--- config.mk ---
export PLATFORM = sky130hd
export DESIGN_NAME = r3dft_pe
export DESIGN_NICKNAME = d
export VERILOG_FILES = /design/src/rtl/r3dft_pkg.sv /design/src/rtl/r3dft_preadd.sv /design/src/rtl/r3dft_cmul.sv /design/src/rtl/r3dft_pe.sv
export SDC_FILE = /design/constraint.sdc
export NUM_CORES = 1
export LEC_CHECK = 0
export CAP_MARGIN = 20
export CELL_PAD_IN_SITES_DETAIL_PLACEMENT = 1
export CELL_PAD_IN_SITES_GLOBAL_PLACEMENT = 1
export CORE_MARGIN = 2
export CORE_UTILIZATION = 48
export CTS_BUF_LIST = sky130_fd_sc_hd__clkbuf_16
export CTS_CLUSTER_DIAMETER = 150
export DETAILED_ROUTE_END_ITERATION = 12
export PLACE_DENSITY = 0.95
export SYNTH_ARGS = -nofsm -noshare
export SYNTH_HDL_FRONTEND = slang
export SYNTH_SLANG_ARGS = --single-unit
--- constraint.sdc ---
create_clock -name clk -period 15.2 [get_ports clk]
set_clock_uncertainty 0.05 [all_clocks]
set_input_delay 1.52 -clock clk [delete_from_list [all_inputs] [get_ports clk]]
set_output_delay 1.52 -clock clk [all_outputs]
set_load 0.02 [all_outputs]
--- src/rtl/r3dft_pkg.sv ---
package r3dft_pkg;
    // fractional bits of the constant coefficients
    localparam int COEF_FRAC = 8;
    // integer coefficient values at 2^COEF_FRAC scale
    localparam int K_THREE_HALVES = 384;
    localparam int K_SIN60        = 222;

    typedef enum logic {
        CM_THREE_HALVES = 1'b0,
        CM_SIN60        = 1'b1
    } cmul_kind_e;
endpackage

--- src/rtl/r3dft_preadd.sv ---
module r3dft_preadd #(
    parameter int W  = 18,
    parameter int IW = 22
) (
    input  logic signed [W-1:0]  a,
    input  logic signed [W-1:0]  b,
    output logic signed [IW-1:0] sum,
    output logic signed [IW-1:0] diff
);
    logic signed [IW-1:0] a_x, b_x;

    assign a_x  = IW'(a);
    assign b_x  = IW'(b);
    assign sum  = a_x + b_x;
    assign diff = a_x - b_x;
endmodule

--- src/rtl/r3dft_cmul.sv ---
module r3dft_cmul
    import r3dft_pkg::*;
#(
    parameter int         IW   = 22,
    parameter cmul_kind_e KIND = CM_SIN60
) (
    input  logic signed [IW-1:0] v,
    output logic signed [IW-1:0] p
);
    localparam int AW   = IW + COEF_FRAC + 1;
    localparam int KVAL = (KIND == CM_THREE_HALVES) ? K_THREE_HALVES : K_SIN60;

    logic signed [AW-1:0] ve, acc, dropped;

    assign ve = AW'(v);

    generate
        if (KIND == CM_THREE_HALVES) begin : g_three_halves
            // 384 = 256 + 128
            assign acc = (ve <<< COEF_FRAC) + (ve <<< (COEF_FRAC - 1));
        end else begin : g_sin60
            // 222 = 256 - 32 - 2
            assign acc = (ve <<< COEF_FRAC) - (ve <<< (COEF_FRAC - 3)) - (ve <<< 1);
        end
    endgenerate

    // arithmetic shift drops fraction bits: floor, never rounds
    assign dropped = acc >>> COEF_FRAC;
    assign p       = dropped[IW-1:0];

    logic signed [AW+1:0] exact_ref, back_ref, resid;
    always_comb begin
        exact_ref = (AW+2)'(ve) * (AW+2)'(KVAL);
        back_ref  = (AW+2)'(p) <<< COEF_FRAC;
        resid     = exact_ref - back_ref;
        AST_CMUL_FLOOR: assert (resid >= 0 && resid < (AW+2)'(256))
            else $error("constant product not floored");
    end
endmodule

--- src/rtl/r3dft_pe.sv ---
module r3dft_pe
    import r3dft_pkg::*;
#(
    parameter int W      = 18,
    parameter int GUARD  = 4,
    parameter int SHIFT  = 2,
    parameter int IN_REG = 1
) (
    input  logic                clk,
    input  logic                rst_n,
    input  logic signed [W-1:0] x0_re,
    input  logic signed [W-1:0] x0_im,
    input  logic signed [W-1:0] x1_re,
    input  logic signed [W-1:0] x1_im,
    input  logic signed [W-1:0] x2_re,
    input  logic signed [W-1:0] x2_im,
    output logic signed [W-1:0] y0_re,
    output logic signed [W-1:0] y0_im,
    output logic signed [W-1:0] y1_re,
    output logic signed [W-1:0] y1_im,
    output logic signed [W-1:0] y2_re,
    output logic signed [W-1:0] y2_im
);
    localparam int IW  = W + GUARD;
    localparam int LAT = 1 + IN_REG;

    typedef logic [W-1:0] samp_t;
    typedef struct packed {
        samp_t [2:0][1:0] x;   // [sample][0=re,1=im]
        samp_t [2:0][1:0] y;   // [bin][0=re,1=im]
    } st_t;

    st_t st_d, st_q;
    samp_t [2:0][1:0] xp, xs;

    assign xp[0][0] = x0_re;
    assign xp[0][1] = x0_im;
    assign xp[1][0] = x1_re;
    assign xp[1][1] = x1_im;
    assign xp[2][0] = x2_re;
    assign xp[2][1] = x2_im;

    generate
        if (IN_REG != 0) begin : g_inreg
            assign xs = st_q.x;
        end else begin : g_nore
            assign xs = xp;
        end
    endgenerate

    logic signed [IW-1:0] t1 [2];
    logic signed [IW-1:0] t2 [2];
    logic signed [IW-1:0] c15 [2];
    logic signed [IW-1:0] ks [2];

    for (genvar p = 0; p < 2; p++) begin : g_part
        r3dft_preadd #(.W(W), .IW(IW)) u_pre (
            .a    ($signed(xs[1][p])),
            .b    ($signed(xs[2][p])),
            .sum  (t1[p]),
            .diff (t2[p])
        );
        r3dft_cmul #(.IW(IW), .KIND(CM_THREE_HALVES)) u_c15 (
            .v (t1[p]),
            .p (c15[p])
        );
        r3dft_cmul #(.IW(IW), .KIND(CM_SIN60)) u_s60 (
            .v (t2[p]),
            .p (ks[p])
        );
    end

    logic signed [IW-1:0] a0 [2];
    logic signed [IW-1:0] s  [2];
    logic signed [IW-1:0] wd [3][2];
    logic signed [IW-1:0] sc [3][2];

    always_comb begin
        st_d   = st_q;
        st_d.x = xp;
        for (int p = 0; p < 2; p++) begin
            a0[p]    = IW'($signed(xs[0][p]));
            wd[0][p] = a0[p] + t1[p];
            s[p]     = wd[0][p] - c15[p];
        end
        // -j rotation of the sin60 term: re takes +k(im), im takes -k(re)
        wd[1][0] = s[0] + ks[1];
        wd[1][1] = s[1] - ks[0];
        wd[2][0] = s[0] - ks[1];
        wd[2][1] = s[1] + ks[0];
        for (int k = 0; k < 3; k++) begin
            for (int p = 0; p < 2; p++) begin
                sc[k][p]     = wd[k][p] >>> SHIFT;
                st_d.y[k][p] = sc[k][p][W-1:0];
                AST_NO_OVERFLOW: assert (sc[k][p][IW-1:W-1] == '0 || sc[k][p][IW-1:W-1] == '1)
                    else $error("scaled bin exceeds output width");
            end
        end
    end

    always_ff @(posedge clk or negedge rst_n) begin
        if (!rst_n) st_q <= '0;
        else        st_q <= st_d;
    end

    assign y0_re = st_q.y[0][0];
    assign y0_im = st_q.y[0][1];
    assign y1_re = st_q.y[1][0];
    assign y1_im = st_q.y[1][1];
    assign y2_re = st_q.y[2][0];
    assign y2_im = st_q.y[2][1];

    // cycles since reset, saturating at LAT, for the temporal checks
    logic [1:0] warm_q;
    always_ff @(posedge clk or negedge rst_n) begin
        if (!rst_n)                   warm_q <= '0;
        else if (warm_q != 2'(LAT))   warm_q <= warm_q + 2'd1;
    end

    AST_RESET_CLEARS: assert property (@(posedge clk)
        !rst_n |=> (y0_re == 0 && y0_im == 0 && y1_re == 0 && y1_im == 0 && y2_re == 0 && y2_im == 0))
        else $error("outputs not cleared by reset");

    AST_ZERO_IN_ZERO_OUT: assert property (@(posedge clk) disable iff (!rst_n)
        (warm_q == 2'(LAT) && $past(x0_re, LAT) == 0 && $past(x0_im, LAT) == 0 &&
         $past(x1_re, LAT) == 0 && $past(x1_im, LAT) == 0 &&
         $past(x2_re, LAT) == 0 && $past(x2_im, LAT) == 0)
        |-> (y0_re == 0 && y0_im == 0 && y1_re == 0 && y1_im == 0 && y2_re == 0 && y2_im == 0))
        else $error("zero input gave nonzero output");

    AST_EQUAL_PAIR_SYM: assert property (@(posedge clk) disable iff (!rst_n)
        (warm_q == 2'(LAT) && $past(x1_re, LAT) == $past(x2_re, LAT) &&
         $past(x1_im, LAT) == $past(x2_im, LAT))
        |-> (y1_re == y2_re && y1_im == y2_im))
        else $error("bins 1 and 2 differ for equal samples");

    AST_DC_LATENCY: assert property (@(posedge clk) disable iff (!rst_n)
        (warm_q == 2'(LAT) && $past(x1_re, LAT) == 0 && $past(x2_re, LAT) == 0)
        |-> (y0_re == W'($past(x0_re, LAT) >>> SHIFT)))
        else $error("bin 0 not due at fixed latency");
endmodule

-- Word-level counts from Yosys, hierarchy flattened
Cells that the tools add are included.
- $add $sub $neg: 18
- operators by type and width (kind ; number):
    20-bit subtractor ; 4
    27-bit by 26-bit adder with 28-bit output ; 2
    27-bit by 24-bit subtractor with 28-bit output ; 2
    28-bit by 20-bit subtractor with 28-bit output ; 2
    18-bit by 19-bit adder with 20-bit output ; 2
    20-bit adder ; 2
    18-bit by 18-bit adder with 19-bit output ; 2
    18-bit by 18-bit subtractor with 19-bit output ; 2
- input port bits: 110
- logic and storage cells: 30
- output and inout bits: 108
- flip-flop bits (word level): 216

-- Depth between registers and ports, before layout
Gate-level depths: netlist of the first run.
- depth in word-level cells: 4
- depth in mapped cells: 39
- gate-level depth less buffers: 38

-- Hierarchy
Synthesis of the first run repeated with hierarchy kept, for this count alone.
- cell total of the unflattened synthesis: 2554
- area total of the unflattened synthesis: 22572.9 um^2
- by module, submodules not included (module ; area an instance (um^2) ; instances ; cells an instance ; sequential area each (um^2)):
    r3dft_pe ; 12588.3 ; 1 ; 1198 ; 5405.2
    r3dft_preadd (g_part[0].u_pre) ; 2031.9 ; 1 ; 286 ; 0.0
    r3dft_preadd (g_part[1].u_pre) ; 1973.1 ; 1 ; 288 ; 0.0
    r3dft_cmul (g_part[1].u_s60) ; 1963.1 ; 1 ; 249 ; 0.0
    r3dft_cmul (g_part[0].u_s60) ; 1868.0 ; 1 ; 236 ; 0.0
    r3dft_cmul (g_part[0].u_c15) ; 1074.8 ; 1 ; 150 ; 0.0
    r3dft_cmul (g_part[1].u_c15) ; 1073.5 ; 1 ; 147 ; 0.0

-- Least setup slack after synthesis of the first run
No wires, ideal clock.
- path kind: reg-to-reg
- start point: register st_q[162] (netlist name)
- end point: register st_q (netlist bit y1_re[17])
- buffers on the path: 0
- setup slack: 8.350 ns
- data required time: 15.025 ns
- library setup time: 0.125 ns
- arrival time: 6.676 ns
- clock period less this slack: 6.850 ns
- cell stages (with the launch flop): 38
- cell sequence: dfrtp_1 > inv_1 > ha_1 > inv_1 > fa_1 > a21o_1 > a21oi_1 > o21bai_1 > a21oi_1 > o21bai_1 > a21oi_1 > nor2_1 > o21ai_0 > nor2b_1 > xnor2_1 > inv_1 > fa_1 > inv_1 > [... 2 more ...] > o311a_1 > or3_1 > a21oi_1 > nor2b_1 > o21ai_0 > nand2b_1 > xor2_1 > ha_1 > a21oi_1 > o21ai_0 > a21o_1 > a21oi_1 > o21ai_0 > a221oi_1 > nor2_1 > nor4_1 > nor3_1 > xnor2_1
- RTL lines (item ; line ; text):
    from (decl) ; r3dft_pe.sv:33 ; st_t st_d, st_q;
    from (signal assigned) ; r3dft_pe.sv:103 ; else st_q <= st_d;

==> results.md, run 1 <==
Clocking:
- The deepest level of the CTS H-tree is 1.
- TritonCTS built the clock tree.
- The clock latency on the worst-skew pair is 570 ps.
- Once the clock tree was built, the setup fixing pass inserted 0 buffers.
- The CTS buffer count is 26.
- For this design, the CTS-stage hold fixing added 0 buffers.
- The number of gates resized after CTS was 0.
- After clock tree synthesis, the clock-pin slew on the worst setup and hold paths is 60 ps.
- In this run the deepest clock path goes through 3 buffers.
- The cell chosen for the clock root is sky130_fd_sc_hd__clkbuf_16.
- The number of clock sinks seen by CTS is 216.

Timing:
- The relative slew slack is about a third.
- The slew at the pin with the worst max-slew slack is about 1000 ps.
- Setup repair after global routing left no endpoint under its margin.
- Setup violations remaining at the end of the flow were counted as 0.
- The number of pins with negative max-slew slack in the final report is 0.
- The total count of hold-check failures in the final report is 0.
- The final critical path takes up 53.17% of the cycle.
- The fmax is around 0.12 GHz.
- In the final timing run, aggregate negative setup slack is 0 ps.
- The time the final worst path needs with I/O delays and setup is 8082 ps.

Synth:
- The dominant register cell in the synthesized netlist is sky130_fd_sc_hd__dfrtp_1.
- Synthesis produced a netlist with a net count of 2598.
- The number of enable-type register cells in the synthesized netlist is 0.
- The sequential cell area fraction in the yosys report is 27.88%.
- Sorting the synthesized cells by area gives the leading types as sky130_fd_sc_hd__dfrtp_1, sky130_fd_sc_hd__ha_1, sky130_fd_sc_hd__xnor2_1, sky130_fd_sc_hd__a21oi_1, sky130_fd_sc_hd__inv_1.
- After synthesis the netlist holds a flip-flop and latch count of ~220.
- After technology mapping, the gate count stands at 2134.
- The cell area after technology mapping is 0.01939 mm².
- The unique cell type count in the Yosys netlist is 73.
- The share of the synthesized area in the top cell type is 27.88%.
- The number of warnings reported in the yosys synthesis log is 0.
- Of all flip-flops after synthesis, the portion carrying an async set or reset was 100.0%.
- The dominant cell type by area after synthesis is sky130_fd_sc_hd__dfrtp_1.
- In this run the mean area of a mapped cell was between 9 and 10 µm².

Worst setup path:
- The start point of the critical path is st_q[162]$_DFF_PN0_.
- The required time reported for the critical path endpoint is between 15000 and 20000 ps.
- The top fanout value on the critical path is 5.
- The slowest library cell on the worst path is sky130_fd_sc_hd__fa_1.
- The worst setup path is of the flop to flop kind.
- The worst register-to-register path has a depth of 37.
- The largest stage delay on the critical path is 550 ps.
- Data arrives at the worst endpoint at ~8500 ps.
- The cell occurring most often along the worst timing path is sky130_fd_sc_hd__a21oi_1.
- The startpoint identified for the worst register-to-register timing path is st_q[162]$_DFF_PN0_.
- The startpoint class of the critical path is a flop.
- The type of element capturing the critical path is a flop.

Worst hold path:
- The path class of the tightest hold or removal check is flop to flop.
- The number of instances on the worst hold path is 2.
- The beginning of the worst hold path is a0[3]$_DFF_PN0_.

Run:
- The tool flagged a number of max-cap violations equal to 0.

Routing:
- In this run the remaining antenna-violating nets after routing total 0.
- For this run, the detailed router's first-pass iteration total came to 5.
- The detailed router's first-iteration violation count is 706.
- Dividing the detail-routed wire length by the instance count gives around 22 µm.
- Wires add up to 62710 µm.
- The detailed router put a total of 25340 µm of wire on met1.
- After detailed routing, the met2 layer carries 32400 µm of wire.
- The number of vias after detailed routing is approximately 17000.
- The amount of wire on met3 after detailed routing is 2204 µm.
- The post-detailed-route via-to-cell ratio is 5.818.
- The remaining routing DRC violations is 0.
- The highest metal layer carrying signal wires in the routed design is met4.

Global route:
- The largest net degree at the start of global routing is 92.
- The total grt overflow is 0.
- The initial antenna violation count is 0.
- The total routing resource utilization after global routing is 29.87%.
- The first global-routing pass estimated about 100000 µm of wire.
- The via count of the first global-routing pass was 18910.

Floorplanning:
- The core region area is 0.03982 mm².
- The number of standard-cell rows in the floorplan is 73.
- The die covers 0.04201 mm².
- Measured along the x axis, the die boundary spans 205.0 µm.
- For this design the top-level I/O count stands at around 220.
- The starting utilization of the core area is between 40 and 50%.
- The vertical die dimension is 205.0 µm.

Status:
- The run finished with clean final reports.

Place:
- The detailed-placement wirelength estimate is 50000 µm.
- The number of I/O port buffers is between 200 and 250.
- The final weighted congestion of routability-driven global placement is 0.9681.

Cells and area:
- The layout net count is 2811.
- The library cell used most frequently in the layout, excluding fill and tap cells, is sky130_fd_sc_hd__ha_1.
- The fraction of layout cells with a size suffix above 1 is 2.581%.
- The top cell types in the final layout, fill and taps aside, are sky130_fd_sc_hd__ha_1, sky130_fd_sc_hd__inv_1, sky130_fd_sc_hd__dfrtp_1, sky130_fd_sc_hd__clkdlybuf4s50_1, sky130_fd_sc_hd__a21oi_1.
- The area growth from synthesis to layout is 18.33%.
- The count of inserted antenna diode cells is 0.
-- synthesized netlist by cell type (40+ instances only) --
cell	number
sky130_fd_sc_hd__o21bai_1	43
sky130_fd_sc_hd__nand2_1	90
sky130_fd_sc_hd__nor2_1	162
sky130_fd_sc_hd__o21ai_0	87
sky130_fd_sc_hd__a21o_1	61
sky130_fd_sc_hd__xnor2_1	169
sky130_fd_sc_hd__a21oi_1	179
sky130_fd_sc_hd__nor3_1	53
sky130_fd_sc_hd__ha_1	314
sky130_fd_sc_hd__dfrtp_1	216
sky130_fd_sc_hd__fa_1	40
sky130_fd_sc_hd__inv_1	217
sky130_fd_sc_hd__xor2_1	84
-- kinds of logic (layout without fill, tap and decap cells) --
kind of cell	after synthesis	after routing	share of synthesized area [%]
xor+xnor	256	256	11.75
mux	4	4	0.2065
buf+inv	252	481	4.885
compound gates	556	556	18.44
fa+ha+maj	354	354	24.39
simple gates	496	496	12.44
flops	216	216	27.88
-- through the flow --
stage          worst slack (ps)  area (µm²)  utilization (%)  hold WS, ps  cells
2_1_floorplan              8350       19390                -        552.0   2134
3_3_place_gp               7741       22110            55.51        615.3   2844
3_5_place_dp               7371       22110            55.51        637.8   2844
4_1_cts                    7159       22940            57.61        652.9   2888
5_1_grt                    6528       22940            57.61        693.8   2888
6_report                   7118       22940            57.61        660.6   2888
-- sequential cells by signal, indices dropped and copies added (netlist names) --
| name | flops |
|---|---|
| y1_im | 18 |
| y2_im | 18 |
| st_q | 72 |
| y0_im | 18 |
| y1_re | 18 |
| a0 | 36 |
| y2_re | 18 |
| y0_re | 18 |
-- final cells by class --
cell class | instances | area (µm²)
Sequential cell | 216 | 5405
Timing Repair Buffer | 219 | 2191
Tap cell | 525 | 656.9
Multi-Input combinational cell | 1666 | 13040
Clock inverter | 17 | 160.2
Fill cell | 4629 | 16880
Inverter | 218 | 818.3
Clock buffer | 27 | 675.6
-- final timing paths --
path | slack, ps | to
worst min register to register | 660 | y0_im[1]$_DFF_PN0_
min in group asynchronous | 960 | y2_re[9]$_DFF_PN0_
max in group asynchronous | 12790 | y1_im[14]$_DFF_PN0_
worst max register to register | 7120 | y1_re[17]$_DFF_PN0_
worst min-delay path | 660 | y0_im[1]$_DFF_PN0_
worst max-delay path | 7120 | y1_re[17]$_DFF_PN0_
-- critical path: cells and delay by family, from the launching register on --
| kind | cells | cell delay [ps] |
|---|---|---|
| buffers and inverters | 4 | 300 |
| AND/OR/NAND/NOR | 9 | 1590 |
| adder cells (fa/ha/maj) | 5 | 1840 |
| XOR/XNOR | 3 | 560 |
| AO/OA/AOI/OAI | 16 | 3230 |
| flip-flops | 1 | 380 |
-- layer usage --
layer  vias to the layer above  track usage, %
met5                         -               0
met4                         0           12.82
met3                       153           3.977
met2                       414           54.85
met1                      8387           34.62
li1                       7848               -
Power of run 1 is left out: the tool's default activity adds up to more than one toggle a clock period on the data nets, which glitch-free logic cannot reach.
==> run 2, diff against run 1 <==
Settings changed: CORE_UTILIZATION 48 to 40, PLACE_DENSITY 0.95 to 0.89.
Clock period 15.2 ns to 6.7 ns, I/O delays scaled along.
==> run 2 against run 1 <==
Effect of this change:
- the flow now finishes with violations (negative setup slack)
- sequential cell count unchanged
- highest routed layer is now met5
- die area rose by 20%
- critical endpoint is now y1_im[17]$_DFF_PN0_
- critical path depth shrank 12
- worst setup slack worse by 8100 ps
- count of clock-buffer cells in the layout unchanged
- via count increased by 9.4%
==> results.md, run 2 (same netlist as run 1, synthesis figures left out) <==
Status:
- The flow ran to the end, but the final reports show violations.
- The final reports fail on negative setup slack.

Timing:
- The slew at the pin with the worst max-slew slack is 912.5 ps (-77.77 ps).
- The time the final worst path needs with I/O delays and setup came to 7653 ps (-428.5 ps).
- The share of the clock period used by the worst path is 114.2% (+61 points).
- The fmax is 0.1307 GHz (+5.6%).
- The relative slew slack is 39.17% (+5.6 points).
- The final critical-path setup slack is -953.1 ps (-8072 ps).
- The total of endpoints with negative setup slack in the final report is 34 (+34).
- Setup repair after global routing could not meet its margin everywhere.
- The number of pins with negative max-slew slack in the final report is 0 (unchanged).
- The total count of hold-check failures in the final report was 0 (unchanged).

Clocking:
- The deepest level of the CTS H-tree came to 1 (unchanged).
- The total of hold buffers inserted after clock tree synthesis is 0 (unchanged).
- The number of clock sinks seen by CTS came to 216 (unchanged).
- TritonCTS built the clock tree.
- The clock edge transition at the registers on the reported setup and hold paths is 60 ps (about the same).
- The clock latency on the worst-skew pair is 580 ps (about the same).
- The CTS buffer count is 26 (unchanged).
- The maximum root-to-sink buffer count is 3 (unchanged).
- The cell chosen for the clock root is sky130_fd_sc_hd__clkbuf_16.

Worst setup path:
- The required time reported for the critical path endpoint is 7140 ps (-8450 ps).
- The signal arrival time at the worst endpoint is 8090 ps (-380 ps).
- The startpoint-to-endpoint class of the critical path is flop to flop.
- STA classifies the critical path endpoint as a flop.
- The top fanout value on the critical path is 5 (unchanged).
- The startpoint class of the critical path is a flop.

Floorplanning:
- The number of standard-cell rows in the floorplan is 80 (+9.6%).
- The vertical die dimension came to 224.2 µm (+9.4%).
- The core region area is 0.04775 mm² (+20%).
- The starting utilization of the core area came to 40.61% (-8.1 points).
- The die boundary width was 224.2 µm (+9.4%).
- The die area was 0.05025 mm² (+20%).
- The number of ports placed on the die boundary was 218 (unchanged).

Place:
- The number of I/O port buffers came to 217 (unchanged).
- The final weighted congestion of routability-driven global placement is 0.9150 (-5.5%).
- The detailed-placement wirelength estimate is 51440 µm (+2.9%).
- The number of cells in the design after placement was 3091 (+8.7%).

Cells and area:
- The layout net count is 3031 (+7.8%).
- The fraction of layout cells with a size suffix above 1 was 19.33% (+17 points).
- The number of flip-flops under the largest register name is 72 (unchanged).
- The register with the most flip-flops in the final layout is st_q.
- The library cell used most frequently in the layout, excluding fill and tap cells, is sky130_fd_sc_hd__ha_1.
- The area overhead of the layout relative to synthesis is 34.81%.
- The share of the core filled with cells is 54.74% (-2.9 points).
- In the layout the commonest cells are sky130_fd_sc_hd__ha_1, sky130_fd_sc_hd__dfrtp_1, sky130_fd_sc_hd__clkdlybuf4s50_1, sky130_fd_sc_hd__buf_4, sky130_fd_sc_hd__inv_1.
- The number of standard cells in the layout, taps in and fillers out is 3203 (+11%).

Global route:
- The initial antenna violation count is 3 (+3).
- The total grt overflow is 0 (unchanged).
- The total routing resource utilization after global routing is 26.28% (-3.6 points).
- The via count of the first global-routing pass is 19930 (+5.4%).
- The wire length of the first global-routing pass was 105200 µm (+5.6%).
- The largest net degree at the start of global routing is 111 (+21%).

Routing:
- The number of vias after detailed routing is 18380 (+9.4%).
- The post-detailed-route via-to-cell ratio is 5.737 (-1.4%).
- The overall routed net length is 74680 µm (+19%).
- The detailed router's first-iteration violation count is 898 (+27%).
- The number of iterations in the first detailed-routing pass is 7 (+2).
- The remaining routing DRC violations came to 0 (unchanged).
- The number of antenna-violating nets in the routed design was 0 (unchanged).
- The mean routed wirelength per cell came to 23.32 µm (+7.4%).

Worst hold path:
- In this run the worst hold path is classified as primary input to async pin.

Run:
- The number of maximum-capacitance constraint violations came to 0 (unchanged).
## run 2: cell count changes in the layout (fill, tap and decap cells not counted), moves of 19 or more
cell | before | now
sky130_fd_sc_hd__a21oi_1 | 179 | 134
sky130_fd_sc_hd__a21oi_2 | 0 | 38
sky130_fd_sc_hd__buf_4 | 2 | 216
sky130_fd_sc_hd__ha_1 | 314 | 285
sky130_fd_sc_hd__ha_4 | 0 | 19
sky130_fd_sc_hd__o21ai_0 | 87 | 64
sky130_fd_sc_hd__xnor2_1 | 169 | 137
sky130_fd_sc_hd__xnor2_2 | 0 | 28
## run 2: worst max-delay path, stage by stage (launching register included)
cell and delay [ps]:
sky130_fd_sc_hd__dfrtp_1 440, sky130_fd_sc_hd__inv_1 80, sky130_fd_sc_hd__ha_1 430, sky130_fd_sc_hd__inv_1 200
sky130_fd_sc_hd__nor2_1 180, sky130_fd_sc_hd__o21bai_1 660, sky130_fd_sc_hd__o21ai_4 220, sky130_fd_sc_hd__a21o_1 260
sky130_fd_sc_hd__xnor2_1 560, sky130_fd_sc_hd__ha_1 460, sky130_fd_sc_hd__nor3_1 320, sky130_fd_sc_hd__a211oi_2 120
sky130_fd_sc_hd__buf_4 190, sky130_fd_sc_hd__xnor2_1 390, sky130_fd_sc_hd__ha_1 360, sky130_fd_sc_hd__nand2_1 170
sky130_fd_sc_hd__o211ai_1 180, sky130_fd_sc_hd__o22a_1 270, sky130_fd_sc_hd__a21oi_2 210, sky130_fd_sc_hd__xnor2_2 160
sky130_fd_sc_hd__ha_1 280, sky130_fd_sc_hd__or4_4 530, sky130_fd_sc_hd__o31a_1 340, sky130_fd_sc_hd__buf_4 150
sky130_fd_sc_hd__o31ai_4 200, sky130_fd_sc_hd__xor2_1 160
## run 2: worst paths after layout
kind	from	to	slack, ps	cells past startpoint
worst max-delay path	st_q[202]$_DFF_PN0_	y1_im[17]$_DFF_PN0_	-950	25
worst min-delay path	rst_n	y2_re[3]$_DFF_PN0_	150	1
worst max register to register	st_q[202]$_DFF_PN0_	y1_im[17]$_DFF_PN0_	-950	25
worst min register to register	a0[24]$_DFF_PN0_	y0_re[0]$_DFF_PN0_	680	2
max in group asynchronous	rst_n	y1_im[7]$_DFF_PN0_	5330	2
min in group clk	x1_im[12]	st_q[174]$_DFF_PN0_	480	1
## run 2: layer usage
layer	vias to the layer above	track usage, %	routed length (µm)
met1	9186	29.47	28290
met4	2	12.28	4731
li1	8272	-	-
met3	307	3.384	3568
met5	-	0	13
met2	610	49.12	38080
## run 2: area by class of cell
type	instances	area, µm²
fillers	5289	21610
repair buffers	439	3874
multi-input cells	1666	14420
diodes	2	5.005
inverters	218	818.3
clock inverters	20	173.9
well taps	615	769.5
clock buffers	27	675.6
flip-flops and latches	216	5405
## run 2: through the flow
stage | setup slack (ps) | hold WS [ps] | cell area [µm²] | TNS [ps]
final | -953.1 | 152.4 | 26140 | -15970
after global routing | -1020 | 212.3 | 26130 | -21330
after CTS | 1.738 | 185.5 | 25010 | 0
after detailed placement | -488.2 | 624.8 | 23440 | -4427
after global placement | -101.1 | 615.3 | 23440 | -223.7
after floorplan | 3.432 | 324.4 | 19410 | 0
## run 2: timing repair
item                       4_1_cts  5_1_grt
pin swaps                       53       72
setup buffers                   25       40
cloned                           0        0
gates resized for setup        112      167
setup endpoints to repair       24       36
Power of run 2 is left out for the same reason.
==> run 3, diff against run 2 <==
Settings changed: ABC_AREA from default to 1, CORE_UTILIZATION 40 to 39.
==> run 3 against run 2 <==
Effect of this change:
- worst setup slack improved by 1200 ps
- sequential cell count unchanged
- die area increased by 17%
- design area grew 2.4%
- critical path depth up 9
- fmax is 19% higher
- sequential share of layout area down 0.49 points
- critical endpoint is now y2_re[17]$_DFF_PN0_
- final cell count up 24%
- highest routed layer is now met4
- synthesized area grew 14%
- global-route usage barely moved
- synthesized cell count is 38% higher
- the flow now finishes without violations
==> results.md, run 3 <==
Synth:
- By instance count, the leading cell after synthesis is sky130_fd_sc_hd__nand2_1.
- After synthesis, the cell types taking the most area are sky130_fd_sc_hd__dfrtp_1, sky130_fd_sc_hd__ha_1, sky130_fd_sc_hd__nand2_1, sky130_fd_sc_hd__xor2_1, sky130_fd_sc_hd__a21oi_1.
- The share of the synthesized area in the top cell type is 24.45% (-3.4 points).
- The proportion of synthesized flip-flops having asynchronous set or reset is 100.0% (unchanged).
- The number of warnings reported in the yosys synthesis log is 0 (unchanged).
- The net count after synthesis is 3412 (+31%).
- In the synthesized netlist the dominant register cell turns out to be sky130_fd_sc_hd__dfrtp_1.
- The gate count of the mapped netlist came to 2948 (+38%).
- The sequential cell area fraction in the yosys report is 24.45% (-3.4 points).
- The number of register bits inferred by synthesis came to 216 (unchanged).
- The number of enable-type register cells in the synthesized netlist is 0 (unchanged).
- The average instance area after synthesis came to 7.499 µm² (-17%).
- The unique cell type count in the Yosys netlist is 59 (-19%).
- The commonest cells after synthesis are sky130_fd_sc_hd__nand2_1, sky130_fd_sc_hd__inv_1, sky130_fd_sc_hd__a21oi_1, sky130_fd_sc_hd__ha_1, sky130_fd_sc_hd__nor2_1.
- The largest total area in the synthesized netlist belongs to sky130_fd_sc_hd__dfrtp_1.
- The cell area after technology mapping is 0.02211 mm² (+14%).

Worst setup path:
- The startpoint-to-endpoint class of the critical path is flop to flop.
- The cell occurring most often along the worst timing path is sky130_fd_sc_hd__nand2_1.
- The worst setup path is launched from a flop.
- The slowest stage of the critical path is the sky130_fd_sc_hd__fa_1 cell.
- The largest stage delay on the critical path was 440 ps (-220 ps).
- The required time reported for the critical path endpoint is 7130 ps (about the same).
- The top fanout value on the critical path came to 8 (+3).
- The signal arrival time at the worst endpoint is 6870 ps (-1220 ps).
- The worst setup path is captured at a flop.

Cells and area:
- The footprint of the flip-flops and latches is 0.005405 mm² (unchanged).
- The area overhead of the layout relative to synthesis is 21.09%.
- The count of inserted antenna diode cells came to 0 (-2).
- The layout net count is 3644 (+20%).
- The fraction of layout cells with a size suffix above 1 is 7.563% (-12 points).
- The number of flip-flops under the largest register name was 72 (unchanged).
- In the layout the commonest cells are sky130_fd_sc_hd__nand2_1, sky130_fd_sc_hd__inv_1, sky130_fd_sc_hd__a21oi_1, sky130_fd_sc_hd__ha_1, sky130_fd_sc_hd__nor2_1.
- The number of fill cells in the layout is 7026 (+33%).
- Leaving out fill and tap cells, the most frequent cell in the layout is sky130_fd_sc_hd__nand2_1.
- The largest register by flop count is st_q.
- The area of the multi-input gates is 0.01553 mm² (+7.7%).

Clocking:
- The number of clock sinks seen by CTS is 216 (unchanged).
- The clock edge transition at the registers on the reported setup and hold paths was 60 ps (about the same).
- The TritonCTS clock tree is done.
- The clock latency on the worst-skew pair is 610 ps (+30 ps).
- The deepest level of the CTS H-tree came to 1 (unchanged).
- The cell chosen for the clock root is sky130_fd_sc_hd__clkbuf_16.
- The CTS buffer count is 26 (unchanged).
- The maximum root-to-sink buffer count is 3 (unchanged).

Floorplanning:
- The core region area is 0.05617 mm² (+18%).
- The vertical die dimension is 242.1 µm (+8.0%).
- The number of ports placed on the die boundary is 218 (unchanged).
- The die boundary width is 242.1 µm (+8.0%).
- The die area is 0.05861 mm² (+17%).
- The number of standard-cell rows in the floorplan is 87 (+8.8%).
- The starting utilization of the core area is 39.36% (-1.2 points).

Place:
- The final weighted congestion of routability-driven global placement was 0.9358 (+2.3%).
- The detailed-placement wirelength estimate is 65740 µm (+28%).
- The number of I/O port buffers is 217 (unchanged).

Timing:
- The relative slew slack is 47.41% (+8.2 points).
- The number of pins with negative max-slew slack in the final report is 0 (unchanged).
- The total of endpoints with negative setup slack in the final report is 0 (-100%).
- The fmax is 0.1554 GHz (+19%).
- The time the final worst path needs with I/O delays and setup is 6435 ps (-1219 ps).
- Setup repair after global routing could not meet its margin everywhere.
- The share of the clock period used by the worst path came to 96.04% (-18 points).
- The slew at the pin with the worst max-slew slack is 788.9 ps (-123.6 ps).
- The setup TNS after final layout was 0 ps (+15970 ps).
- The total count of hold-check failures in the final report was 0 (unchanged).

Global route:
- The wire length of the first global-routing pass is 124500 µm (+18%).
- The total grt overflow was 0 (unchanged).
- The via count of the first global-routing pass was 22820 (+15%).
- The initial antenna violation count was 0 (-3).
- The largest net degree at the start of global routing is 131 (+18%).
- The total routing resource utilization after global routing is 26.25% (-0.030 points).

Routing:
- The post-detailed-route via-to-cell ratio was 5.414 (-5.6%).
- The overall routed net length is 79190 µm (+6.0%).
- The mean routed wirelength per cell is 20.02 µm (-14%).
- The number of vias after detailed routing is 21420 (+17%).
- The detailed router's first-iteration violation count is 1173 (+31%).
- The number of iterations in the first detailed-routing pass is 5 (-2).
- The number of antenna-violating nets in the routed design was 0 (unchanged).
- The remaining routing DRC violations came to 0 (unchanged).

Run:
- The number of maximum-capacitance constraint violations is 0 (unchanged).

Worst hold path:
- The tightest min-delay check is of the primary input to async pin type.

Status:
- The run finished with clean final reports.
## run 3: cell count changes in the layout (fill, tap and decap cells not counted), sizes merged, moves of 21 or more
| cell | before | now |
|---|---|---|
| nor2 | 162 | 223 |
| o21bai | 43 | 22 |
| a21o | 61 | 21 |
| xor2 | 85 | 195 |
| nand2 | 90 | 574 |
| o21ai | 100 | 151 |
| nand2b | 35 | 0 |
| buf | 222 | 37 |
| nor2b | 29 | 0 |
| inv | 222 | 414 |
| nand3 | 38 | 142 |
| xnor2 | 169 | 58 |
| a21oi | 179 | 332 |
## run 3: layout make-up
cell class / instances / share of cell area, %
multi-input cells: 2275 / 58.00
clock inverters: 22 / 0.9394
repair buffers: 253 / 9.189
flip-flops and latches: 216 / 20.19
well taps: 756 / 3.533
clock buffers: 26 / 2.430
inverters: 408 / 5.721
## run 3: timing repair
action	CTS	global route
buffers inserted	2	10
gates resized for setup	11	108
setup endpoints to repair	7	28
pin swaps	1	11
hold buffers	0	0
## run 3: stage by stage
step           utilization (%)  setup slack (ps)  hold WS [ps]  instance area [µm²]  instances
2_1_floorplan                -              1198         324.4                22110       2948
4_1_cts                  46.62             1.316         21.80                26190       3946
6_report                 47.66             265.5         9.867                26770       3956
3_5_place_dp             44.87            -229.3         652.6                25200       3896
3_3_place_gp             44.87            -129.8         634.1                25200       3896
5_1_grt                  47.66            -134.9         58.71                26770       3956
## run 3: cell families after synthesis
kind of cell,synth area share [%]
AO/OA/AOI/OAI,15.89
buffers and inverters,7.935
flip-flops,24.45
AND/OR/NAND/NOR,20.31
XOR/XNOR,10.02
adder cells (fa/ha/maj),21.39
## run 3: layer usage
metal  vias to the layer above  global-route usage, %  routed length (µm)
li1                      10160                      -                   -
met1                     10620                  33.45               34560
met2                       499                  47.15               39390
met3                       135                  2.714                3047
met4                         0                  6.954                2185
met5                         -                      0                   0
## run 3: critical path: cells and delay by family, from the launching register on
kind                     cells  cell delay, ps
AND/OR/NAND/NOR             16            2170
buffers and inverters        2             220
flip-flops                   1             390
XOR/XNOR                     2             530
adder cells (fa/ha/maj)      5            1540
AO/OA/AOI/OAI                9            1430
## run 3: final timing paths
check                               startpoint                  end  slack (ps)  cells past startpoint
setup / recovery           st_q[198]$_DFF_PN0_  y2_re[17]$_DFF_PN0_         270                     34
hold / removal                           rst_n  st_q[194]$_DFF_PN0_          10                      1
setup reg to reg           st_q[198]$_DFF_PN0_  y2_re[17]$_DFF_PN0_         270                     34
hold reg to reg               a0[16]$_DFF_PN0_  y0_im[14]$_DFF_PN0_         660                      2
max in group asynchronous                rst_n   y1_im[2]$_DFF_PN0_        5360                      2
min in group clk                     x0_re[14]     a0[36]$_DFF_PN0_         450                      1
Power of run 3 is left out for the same reason.
